## config.mk

```make
export PLATFORM = sky130hd
export DESIGN_NAME = deadtime_brk
export DESIGN_NICKNAME = d
export VERILOG_FILES = /design/src/rtl/deadtime_brk.sv
export SDC_FILE = /design/constraint.sdc
export NUM_CORES = 1
export LEC_CHECK = 0
export BUFFER_PORTS_ARGS = -buffer_cell sky130_fd_sc_hd__buf_2
export CAP_MARGIN = 20
export CORE_UTILIZATION = 30
export CTS_CLUSTER_SIZE = 14
export DETAILED_ROUTE_END_ITERATION = 8
export PLACE_DENSITY = 0.52
export REMOVE_ABC_BUFFERS = 1
export SLEW_MARGIN = 10
export SYNTH_ARGS = -nofsm -noshare
export SYNTH_HDL_FRONTEND = slang
export SYNTH_SLANG_ARGS = --single-unit
```

## constraint.sdc

```tcl
create_clock -name clk -period 2.3 [get_ports clk]
set_input_delay 0.23 -clock clk [delete_from_list [all_inputs] [get_ports clk]]
set_output_delay 0.23 -clock clk [all_outputs]
set_load 0.05 [all_outputs]
```

## src/rtl/deadtime_brk.sv

```systemverilog
module deadtime_brk #(
  parameter int DTW = 8
) (
  input  logic           clk,
  input  logic           rst_n,
  input  logic           ref_pwm,
  input  logic           brk_in,
  input  logic           brk_pol,
  input  logic           dt_wr,
  input  logic [DTW-1:0] dt_val,
  input  logic           dt_lock,
  input  logic           moe_set,
  input  logic           idle_hi,
  input  logic           idle_lo,
  input  logic           hiz_hi,
  input  logic           hiz_lo,
  output logic           hs_drv,
  output logic           ls_drv,
  output logic           hs_en,
  output logic           ls_en
);
  localparam logic [DTW-1:0] ONE = DTW'(1);

  logic [DTW-1:0] dt_q, cnt_q;
  logic lock_q, moe_q, hs_q, ls_q, hs_en_q, ls_en_q;

  wire brk_act = (brk_in == brk_pol);

  always_ff @(posedge clk) begin
    if (!rst_n) begin
      dt_q   <= '0;
      lock_q <= 1'b0;
    end else begin
      if (dt_wr && !lock_q) dt_q <= dt_val;
      if (dt_lock) lock_q <= 1'b1;
    end
  end

  always_ff @(posedge clk) begin
    if (!rst_n)       moe_q <= 1'b0;
    else if (brk_act) moe_q <= 1'b0;
    else if (moe_set) moe_q <= 1'b1;
  end

  // safe-state targets: low side has priority, a released side stays off
  wire safe_ls = idle_lo & ~hiz_lo;
  wire safe_hs = idle_hi & ~hiz_hi & ~safe_ls;
  wire tgt_hs  = moe_q ? ref_pwm  : safe_hs;
  wire tgt_ls  = moe_q ? ~ref_pwm : safe_ls;

  wire turnoff = (hs_q & ~tgt_hs) | (ls_q & ~tgt_ls);
  wire gap_ok  = (dt_q == '0) | (~turnoff & (cnt_q <= ONE));

  always_ff @(posedge clk) begin
    if (!rst_n) begin
      hs_q    <= 1'b0;
      ls_q    <= 1'b0;
      cnt_q   <= '0;
      hs_en_q <= 1'b0;
      ls_en_q <= 1'b0;
    end else begin
      hs_q    <= tgt_hs & (hs_q | gap_ok);
      ls_q    <= tgt_ls & (ls_q | gap_ok);
      hs_en_q <= moe_q | ~hiz_hi;
      ls_en_q <= moe_q | ~hiz_lo;
      if (turnoff)            cnt_q <= dt_q;
      else if (cnt_q != '0)   cnt_q <= cnt_q - ONE;
    end
  end

  assign hs_drv = hs_q;
  assign ls_drv = ls_q;
  assign hs_en  = hs_en_q;
  assign ls_en  = ls_en_q;
endmodule

```

# Yosys cells after proc, flatten, opt, wreduce, memory -nomap -nowiden
# Index checks and enable logic that the tools add are counted.
word_totals:
  regBits: 22
  wordCells: 43
  in_bits: 20
classes:
  addsub: 1
  mux: 4
  order_cmp: 1
  n_eq_ne: 1
  reduce_logical: 6
  bitwise: 22
ops:
  columns: ["operator", "count"]
  rows:
  - ["8-bit two-way mux", 2]
  - ["1-bit AND", 8]
  - ["8-bit by 1-bit less-or-equal comparator with 1-bit output, second input constant", 1]
  - ["8-bit logical NOT", 1]
  - ["1-bit inverter", 8]
  - ["8-bit nonzero test", 1]
  - ["8-bit by 1-bit subtractor with 8-bit output, second input constant", 1]
  - ["1-bit OR", 6]
  - ["1-bit two-way mux", 2]
  - ["2-bit nonzero test", 1]
  - ["2-bit OR reduction", 1]
  - ["1-bit equality test", 1]
  - ["1-bit logical AND", 1]
  - ["1-bit logical NOT", 1]

# Depth between registers and ports, before layout
# Gate-level depths: netlist of the first run.
logic_depth:
  word_depth: 13
  mapped_depth: 7
  ltp_nobuf: 6

# Worst setup path after synthesis of the first run
# Ideal clock, no wire load.
synth_timing:
  kind: "register to register"
  from: "register moe_q"
  to: "register cnt_q[0]"
  t_required_ns: 2.229
  stages_incl_launch_ff: 6
  setup_slack_ns: 0.596
  synth_period_minus_slack_ns: 1.704
  n_path_buf: 1
  arrival_ns: 1.633
  path_cell_list: "dfxtp_1 -> or3b_4 -> and3_4 -> buf_6 -> or4_1 -> a21oi_1"
synth_between:
  elab_chain_cells: 5
synth_lines:
  columns: ["item", "line", "text"]
  rows:
  - ["start, declared", "25", "logic lock_q, moe_q, hs_q, ls_q, hs_en_q, ls_en_q;"]
  - ["start signal, assigned", "40", "if (!rst_n) moe_q <= 1'b0;"]
  - ["start signal, assigned", "41", "else if (brk_act) moe_q <= 1'b0;"]
  - ["start signal, assigned", "42", "else if (moe_set) moe_q <= 1'b1;"]
  - ["1-bit two-way mux, on equally long branches", "48, 49", null]
  - ["1-bit inverter", "51", "wire turnoff = (hs_q & ~tgt_hs) | (ls_q & ~tgt_ls);"]
  - ["1-bit AND", "51", null]
  - ["1-bit OR *", "51", null]
  - ["8-bit two-way mux / 2-bit nonzero test (equally long branches)", null, null]
  - ["end signal, assigned", "66", "if (turnoff) cnt_q <= dt_q;"]
  - ["end signal, assigned", "67", "else if (cnt_q != '0) cnt_q <= cnt_q - ONE;"]
  - ["end, declared", "24", "logic [DTW-1:0] dt_q, cnt_q;"]
# Every way passes the cells marked *; elsewhere a longest branch is shown, timed or not.
# A chain may end at the register's enable or synchronous reset.

# Worst setup path in the final report of the first run
layout_timing:
  from: "register cnt_q[0]"
  to: "register cnt_q[0]"
layout_between:
  elab_chain_cells: 3
layout_lines:
  columns: ["item", "line"]
  rows:
  - ["8-bit by 1-bit subtractor with 8-bit output", "67"]
  - ["8-bit two-way mux", "67"]
  - ["8-bit two-way mux", "66"]
# Several ways; a longest one is shown, not always the timed one. The select of a mux whose other input is x is not followed.

==> summary.md, run 1 <==
| Metric | Value |
|---|---|
| Status | `finished, final reports clean` |
| Post-synth top flop | `dfxtp_1` |
| Worst Max-Slew Pin Slew | `572 ps` |
| First-pass GRT wire length | `4290 µm` |
| Antenna viol nets, final | `0` |
| Crit path time final | `around 1800 ps` |
| Crit path depth | `6` |
| Largest cells by area after synthesis | `dfxtp_1 (41%), mux2i_1 (6.5%), nor2_1 (4.9%)` |
| RSZ-0062 raised after global routing | `false` |
| Diode count | `0` |
| Largest net degree at the start of global routing | `13` |
| Total power | `1300 µW` |
| R2r setup slk | `about 510 ps` |
| Max Freq | `approximately 560 MHz` |
| Grt met2 use | `22.2%` |
| Sum of net half-perimeters after detailed placement | `roughly 1900 µm` |
| Sequential cell area fraction in the yosys report | `40.7%` |
| CTS Hold Bufs | `0` |
| Clk slew on worst S/H paths | `130 ps` |
| H-tree Lvls | `1` |
| CP Capture Type | `flop` |
| Post-synth cell types | `35` |
| Mapped cell area | `between 1000 and 1500 µm²` |
| Cell area power density | `1020 nW/µm²` |
| Maximum VDD drop | `0.404 mV` |
| Mean Syn Cell Area | `about 9 µm²` |
| Root buffer cell | `clkbuf_4` |
| Synth Warn # | `0` |
| Vias in the first global route | `~930` |
| Drt via density | `about 5.2` |
| Max FO, Critical Path | `5` |
| Top-count cell post-synth | `dfxtp_1` |
| Final #Nets | `between 150 and 200` |
| Max Slew Vio Count | `0` |
| Cells on worst reg2reg path | `6` |
| WS Path Type | `flop to flop` |
| DR DRC count | `0` |
| Share of the synthesized area in the top cell type | `40.7%` |
| Final TNS setup | `0 ps` |
| #FFs+latches synth | `22` |
| Post-Route Utilization | `between 30% and 40%` |
| CTS Buffer Depth | `2` |
| Post-CTS Setup Inserts | `0` |
| Share of cells above drive strength 1 | `22.8%` |
| Area growth syn-to-layout | `17.9%` |
| GP Congestion | `between 0.7 and 0.8` |
| Worst Slack Setup Final | `505 ps` |
| WP data required | `around 2600 ps` |
| DIE AREA | `3850 µm²` |
| Initial Util | `roughly a third` |
| Hold path cells | `2` |
| Routed wire length | `approximately 2500 µm` |
| Die Width | `between 60 and 70 µm` |
| Final period utilization | `between 70% and 80%` |
| Tightest Hold Check Type | `primary input to flop` |
| Max-cap violations | `0` |
| Pre-CTS WS | `roughly 540 ps` |
| Clk_skew | `roughly 9.0 ps` |
| Most frequent cells after synthesis | `dfxtp_1 (22), nor2_1 (14), a21oi_1 (9), mux2i_1 (7), o21ai_0 (7)` |
| GR Util met3 | `under 10%` |
| Number of iterations in the first detailed-routing pass | `4` |
| Clock sink count | `22` |
| WP buf/inv | `1` |
| I/O Buffers | `23` |
| Slew HR | `between 60% and 70%` |
| Top Family by Delay on Critical Path | `simple AND/OR/NAND/NOR gates` |
| Lkg Pwr | `0.000519 µW` |
| Avg WL per Cell | `13.0 µm` |
| Final setup fails | `0` |
| I/O pin total | `24` |
| Initial antenna violation count | `0` |
| 1st-iter DRT viols | `26` |
| Crit-path most repeated cell | `a21oi_1` |
| Yosys top cell by area | `dfxtp_1` |
| CTS tree | `built` |
| Mapped Cells | `122` |
| Ys async rst share | `0%` |
| Met1 Use GR | `22.0%` |
| PostCTS Resize Cnt | `0` |
| Slowest cell on crit path | `or4_1` |
| Skew-Pair Late Insertion Delay | `roughly 310 ps` |
| Num CTS Buffers | `3` |
| Global route overflow | `0` |
| Vias | `1000` |
| Hold Vio Cnt, Final | `0` |
| Hold slack | `127 ps` |
| Global-route usage over all layers | `between 10% and 20%` |
| Crit path launch type | `flop` |
| CP peak stage delay | `between 400 and 500 ps` |
| GRT busiest layer | `met2` |
| Num rows | `21` |
| Crit path arrival time | `2040 ps` |
| Post-synth EDFFs | `0` |
| Chip Height | `62.0 µm` |
| Core area | `3390 µm²` |
| CP Cell Sequence | `inv_1 > ha_1 > nor3b_1 > a21oi_1 > or4_1 > a21oi_1` |
## layout make-up
cell class                 count  area (µm²)
clock buffer                   4        36.3
fill                         356        2110
inverter                       4        15.0
multi-input combinational     90         596
sequential                    22         440
tap                           46        57.6
timing repair buffer          25         130
## flip-flops by register name (all words and copies together) (netlist names)
| signal | count |
|---|---|
| hs_drv | 1 |
| dt_q | 8 |
| ls_drv | 1 |
| lock_q | 1 |
| moe_q | 1 |
| hs_en | 1 |
| ls_en | 1 |
| cnt_q | 8 |
## report_power, final
part	switching, µW	internal, µW
sequential	80.7	455
combinational	315	238
clock	117	96.7
total	512	790
## per-stage QoR
stage | instance area, µm² | cells
finish | 1270 | 191
global route | 1270 | 191
CTS | 1270 | 191
detailed placement | 1240 | 187
global placement | 1240 | 187
floorplan | 1050 | 116
## worst paths after layout
kind              end     start
max reg2reg  cnt_q[0]  cnt_q[0]
max          cnt_q[0]  cnt_q[0]
min             ls_en    hiz_lo
min reg2reg    lock_q    lock_q
## cells by family after synthesis
| kind of cell | Yosys count | share of synthesized area, % |
|---|---|---|
| and+or+nand+nor | 45 | 22.7 |
| AOI/OAI and AO/OA | 32 | 20.4 |
| xor gates and xnor gates | 4 | 3.24 |
| DFF | 22 | 40.7 |
| buffers and inverters | 10 | 4.17 |
| muxes | 7 | 6.48 |
| adders and majority gates | 2 | 2.31 |
## per-layer routing
layer | routed length (µm) | vias to the layer above | part of all wire [%]
li1 | - | 495 | -
met2 | 1150 | 24 | 46
met3 | 107 | 2 | 4.3
met4 | 10 | 0 | 0.40
met5 | 0 | - | 0
met1 | 1220 | 479 | 49
## placed cells by master, fill, tap and decap left out, drive strengths merged, types with 4 or more instances in the layout
cell type,instances
xnor2,4
buf,25
or4,4
nor2,14
dfxtp,22
clkbuf,4
mux2i,7
nand2,6
o21ai,7
a21oi,9
Power figures use the tool's default switching activity.
==> inputs of run 2 (changes only) <==
Clock period 2.3 ns to 1.74 ns, I/O delays scaled along.
==> run 2 against run 1 <==
Effect of this change: sequential power rose by 34%; combinational power up 64%; routed wire length increased by 5.8%; clock skew fell by 7.9 ps; critical path depth decreased by 2; clock power is 85% higher; power is 55% higher; first-iteration DRC count grew 85%; final area up 7.7%; sequential share of layout area down 2.2 points; count of clock-buffer cells in the layout down 1; critical endpoint unchanged; largest power group unchanged; highest routed layer unchanged.
==> summary.md, run 2 (same netlist as run 1, synthesis figures left out) <==
| Metric | Value |
|---|---|
| Placed instance area | `1280 µm² (was 1240 µm²)` |
| Register area | `444 µm² (was 440 µm²)` |
| Crit path launch type | `flop (unchanged)` |
| Lkg Pwr | `0.000563 µW (was 0.000519 µW)` |
| Routed wire length | `2630 µm (was 2480 µm)` |
| Cells on worst reg2reg path | `4 (was 6)` |
| Biggest regs | `cnt_q (8), dt_q (8) (unchanged)` |
| Largest net degree at the start of global routing | `14 (was 13)` |
| GP Congestion | `0.842 (was 0.780)` |
| Skew-Pair Late Insertion Delay | `310 ps (about the same)` |
| Drt via density | `5.19 (was 5.24)` |
| Area growth syn-to-layout | `27.0% (was 17.9%)` |
| Final #Nets | `174 (was 168)` |
| CP Capture Type | `flop (unchanged)` |
| Max FO, Critical Path | `6 (was 5)` |
| R2r setup slk | `20 ps (was 510 ps)` |
| Commonest non-fill, non-tap cell in the layout | `buf_2 (unchanged)` |
| Slew HR | `74.0% (was 61.5%)` |
| Global route overflow | `0 (unchanged)` |
| H-tree Lvls | `1 (unchanged)` |
| Hold slack | `57.8 ps (was 127 ps)` |
| Maximum VDD drop | `0.371 mV (was 0.404 mV)` |
| Pre-CTS WS | `-13.0 ps (was 541 ps)` |
| Worst Min Path Start | `hiz_lo (unchanged)` |
| Vias in the first global route | `941 (was 934)` |
| Hold Path Sink | `ls_en (unchanged)` |
| Worst Slack Setup Final | `19.1 ps (was 505 ps)` |
| Num rows | `21 (unchanged)` |
| Max Slew Vio Count | `0 (unchanged)` |
| Hold path cells | `2 (unchanged)` |
| I/O pin total | `24 (unchanged)` |
| Max-cap violations | `0 (unchanged)` |
| Crit path arrival time | `1970 ps (was 2040 ps)` |
| Avg WL per Cell | `13.3 µm (was 13.0 µm)` |
| I/O Buffers | `23 (unchanged)` |
| Clock sink count | `22 (unchanged)` |
| Diode count | `0 (unchanged)` |
| 1st-iter DRT viols | `48 (was 26)` |
| WP data required | `1990 ps (was 2550 ps)` |
| Final TNS setup | `0 ps (unchanged)` |
| Global-route usage over all layers | `15.3% (was 15.2%)` |
| Die Width | `62.0 µm (unchanged)` |
| DIE AREA | `3850 µm² (unchanged)` |
| Multi-input gate area | `628 µm² (was 596 µm²)` |
| Initial antenna violation count | `0 (unchanged)` |
| Crit path time final | `1720 ps (was 1790 ps)` |
| Core area | `3390 µm² (unchanged)` |
| Final setup fails | `0 (unchanged)` |
| Clk slew on worst S/H paths | `130 ps (about the same)` |
| Clk_skew | `1.04 ps (was 8.97 ps)` |
| Sum of net half-perimeters after detailed placement | `2020 µm (was 1920 µm)` |
| Number of iterations in the first detailed-routing pass | `4 (unchanged)` |
| Total power | `2020 µW (was 1300 µW)` |
| First-pass GRT wire length | `4320 µm (was 4290 µm)` |
| Chip Height | `62.0 µm (unchanged)` |
| Initial Util | `31.9% (unchanged)` |
| Setup crit start | `moe_q (was cnt_q[0])` |
| DR DRC count | `0 (unchanged)` |
| CTS tree | `built (unchanged)` |
| Antenna viol nets, final | `0 (unchanged)` |
| FILL cells | `347 (was 356)` |
| Fin area | `1370 µm² (was 1270 µm²)` |
| WS Path Type | `flop to flop (unchanged)` |
| Reg2reg end | `cnt_q[0] (unchanged)` |
| CTS Hold Bufs | `0 (unchanged)` |
| Vias | `1022 (was 1000)` |
| Share of cells above drive strength 1 | `28.5% (was 22.8%)` |
| CTS Buffer Depth | `2 (unchanged)` |
| Num CTS Buffers | `3 (unchanged)` |
| Root buffer cell | `clkbuf_4 (unchanged)` |
| Worst r2r src | `moe_q (was cnt_q[0])` |
| Most frequent cells in the layout | `buf_2 (23), dfxtp_1 (21), nor2_1 (14), a21oi_1 (9), buf_4 (8) (was buf_2 (23), dfxtp_1 (22), nor2_1 (14), a21oi_1 (9))` |
| Tightest Hold Check Type | `primary input to flop (unchanged)` |
| Max Freq | `581 MHz (was 557 MHz)` |
| Worst Max-Slew Pin Slew | `386 ps (was 572 ps)` |
| Hold Vio Cnt, Final | `0 (unchanged)` |
| Final period utilization | `98.9% (was 78.0%)` |
| Status | `finished, final reports clean (unchanged)` |
| Cell area power density | `1470 nW/µm² (was 1020 nW/µm²)` |
==> run 2: changes by cell type in the layout (fill, tap and decap cells not counted), sizes merged <==
cell,delta
clkbuf,-1
buf,+6
bufinv,+1
==> run 2: worst max path at each step <==
stage	end	slack (ps)	depth (start not counted)
2_1_floorplan	cnt_q[0]	110	6
3_3_place_gp	hs_drv	70	4
3_5_place_dp	cnt_q[0]	-10	6
4_1_cts	cnt_q[0]	4	6
5_1_grt	cnt_q[0]	-6	4
6_report	cnt_q[0]	20	4
==> run 2: through the flow <==
step	utilization [%]	cells
2_1_floorplan	-	116
3_3_place_gp	37.7	192
3_5_place_dp	37.7	192
4_1_cts	39.4	196
5_1_grt	40.5	197
6_report	40.5	197
==> run 2: worst max-delay path, cell delays in order, from the launching register on <==
cell and delay [ps]:
dfxtp_4 380, or3b_4 410, and3_4 190, or4_1 520
a21oi_1 150
==> run 2: area by class of cell <==
type | count | area share (%)
clock buffer | 3 | 1.64
tap | 46 | 4.19
timing repair buffer | 31 | 12.8
inverter | 4 | 1.09
clock inverter | 1 | 2.19
multi-input combinational | 90 | 45.8
sequential | 22 | 32.4
==> run 2: repair_timing <==
item,4_1_cts,5_1_grt
resized for setup,1,7
endpoints found under the setup margin,1,7
setup buffers,0,1
==> run 2: metal layers <==
layer | vias up | track usage [%] | part of all wire [%]
li1 | 511 | - | -
met1 | 483 | 22.5 | 51
met2 | 26 | 22.6 | 45
met3 | 2 | 2.07 | 4.0
met4 | 0 | 5.71 | 0.57
met5 | - | 0 | 0
==> run 2: report_power, final <==
part	internal [µW]	switching (µW)	leakage, µW
Combinational	449	458	0.000353
Sequential	602	115	0.000182
Clock	233	164	0.0000279
Total	1280	737	0.000563
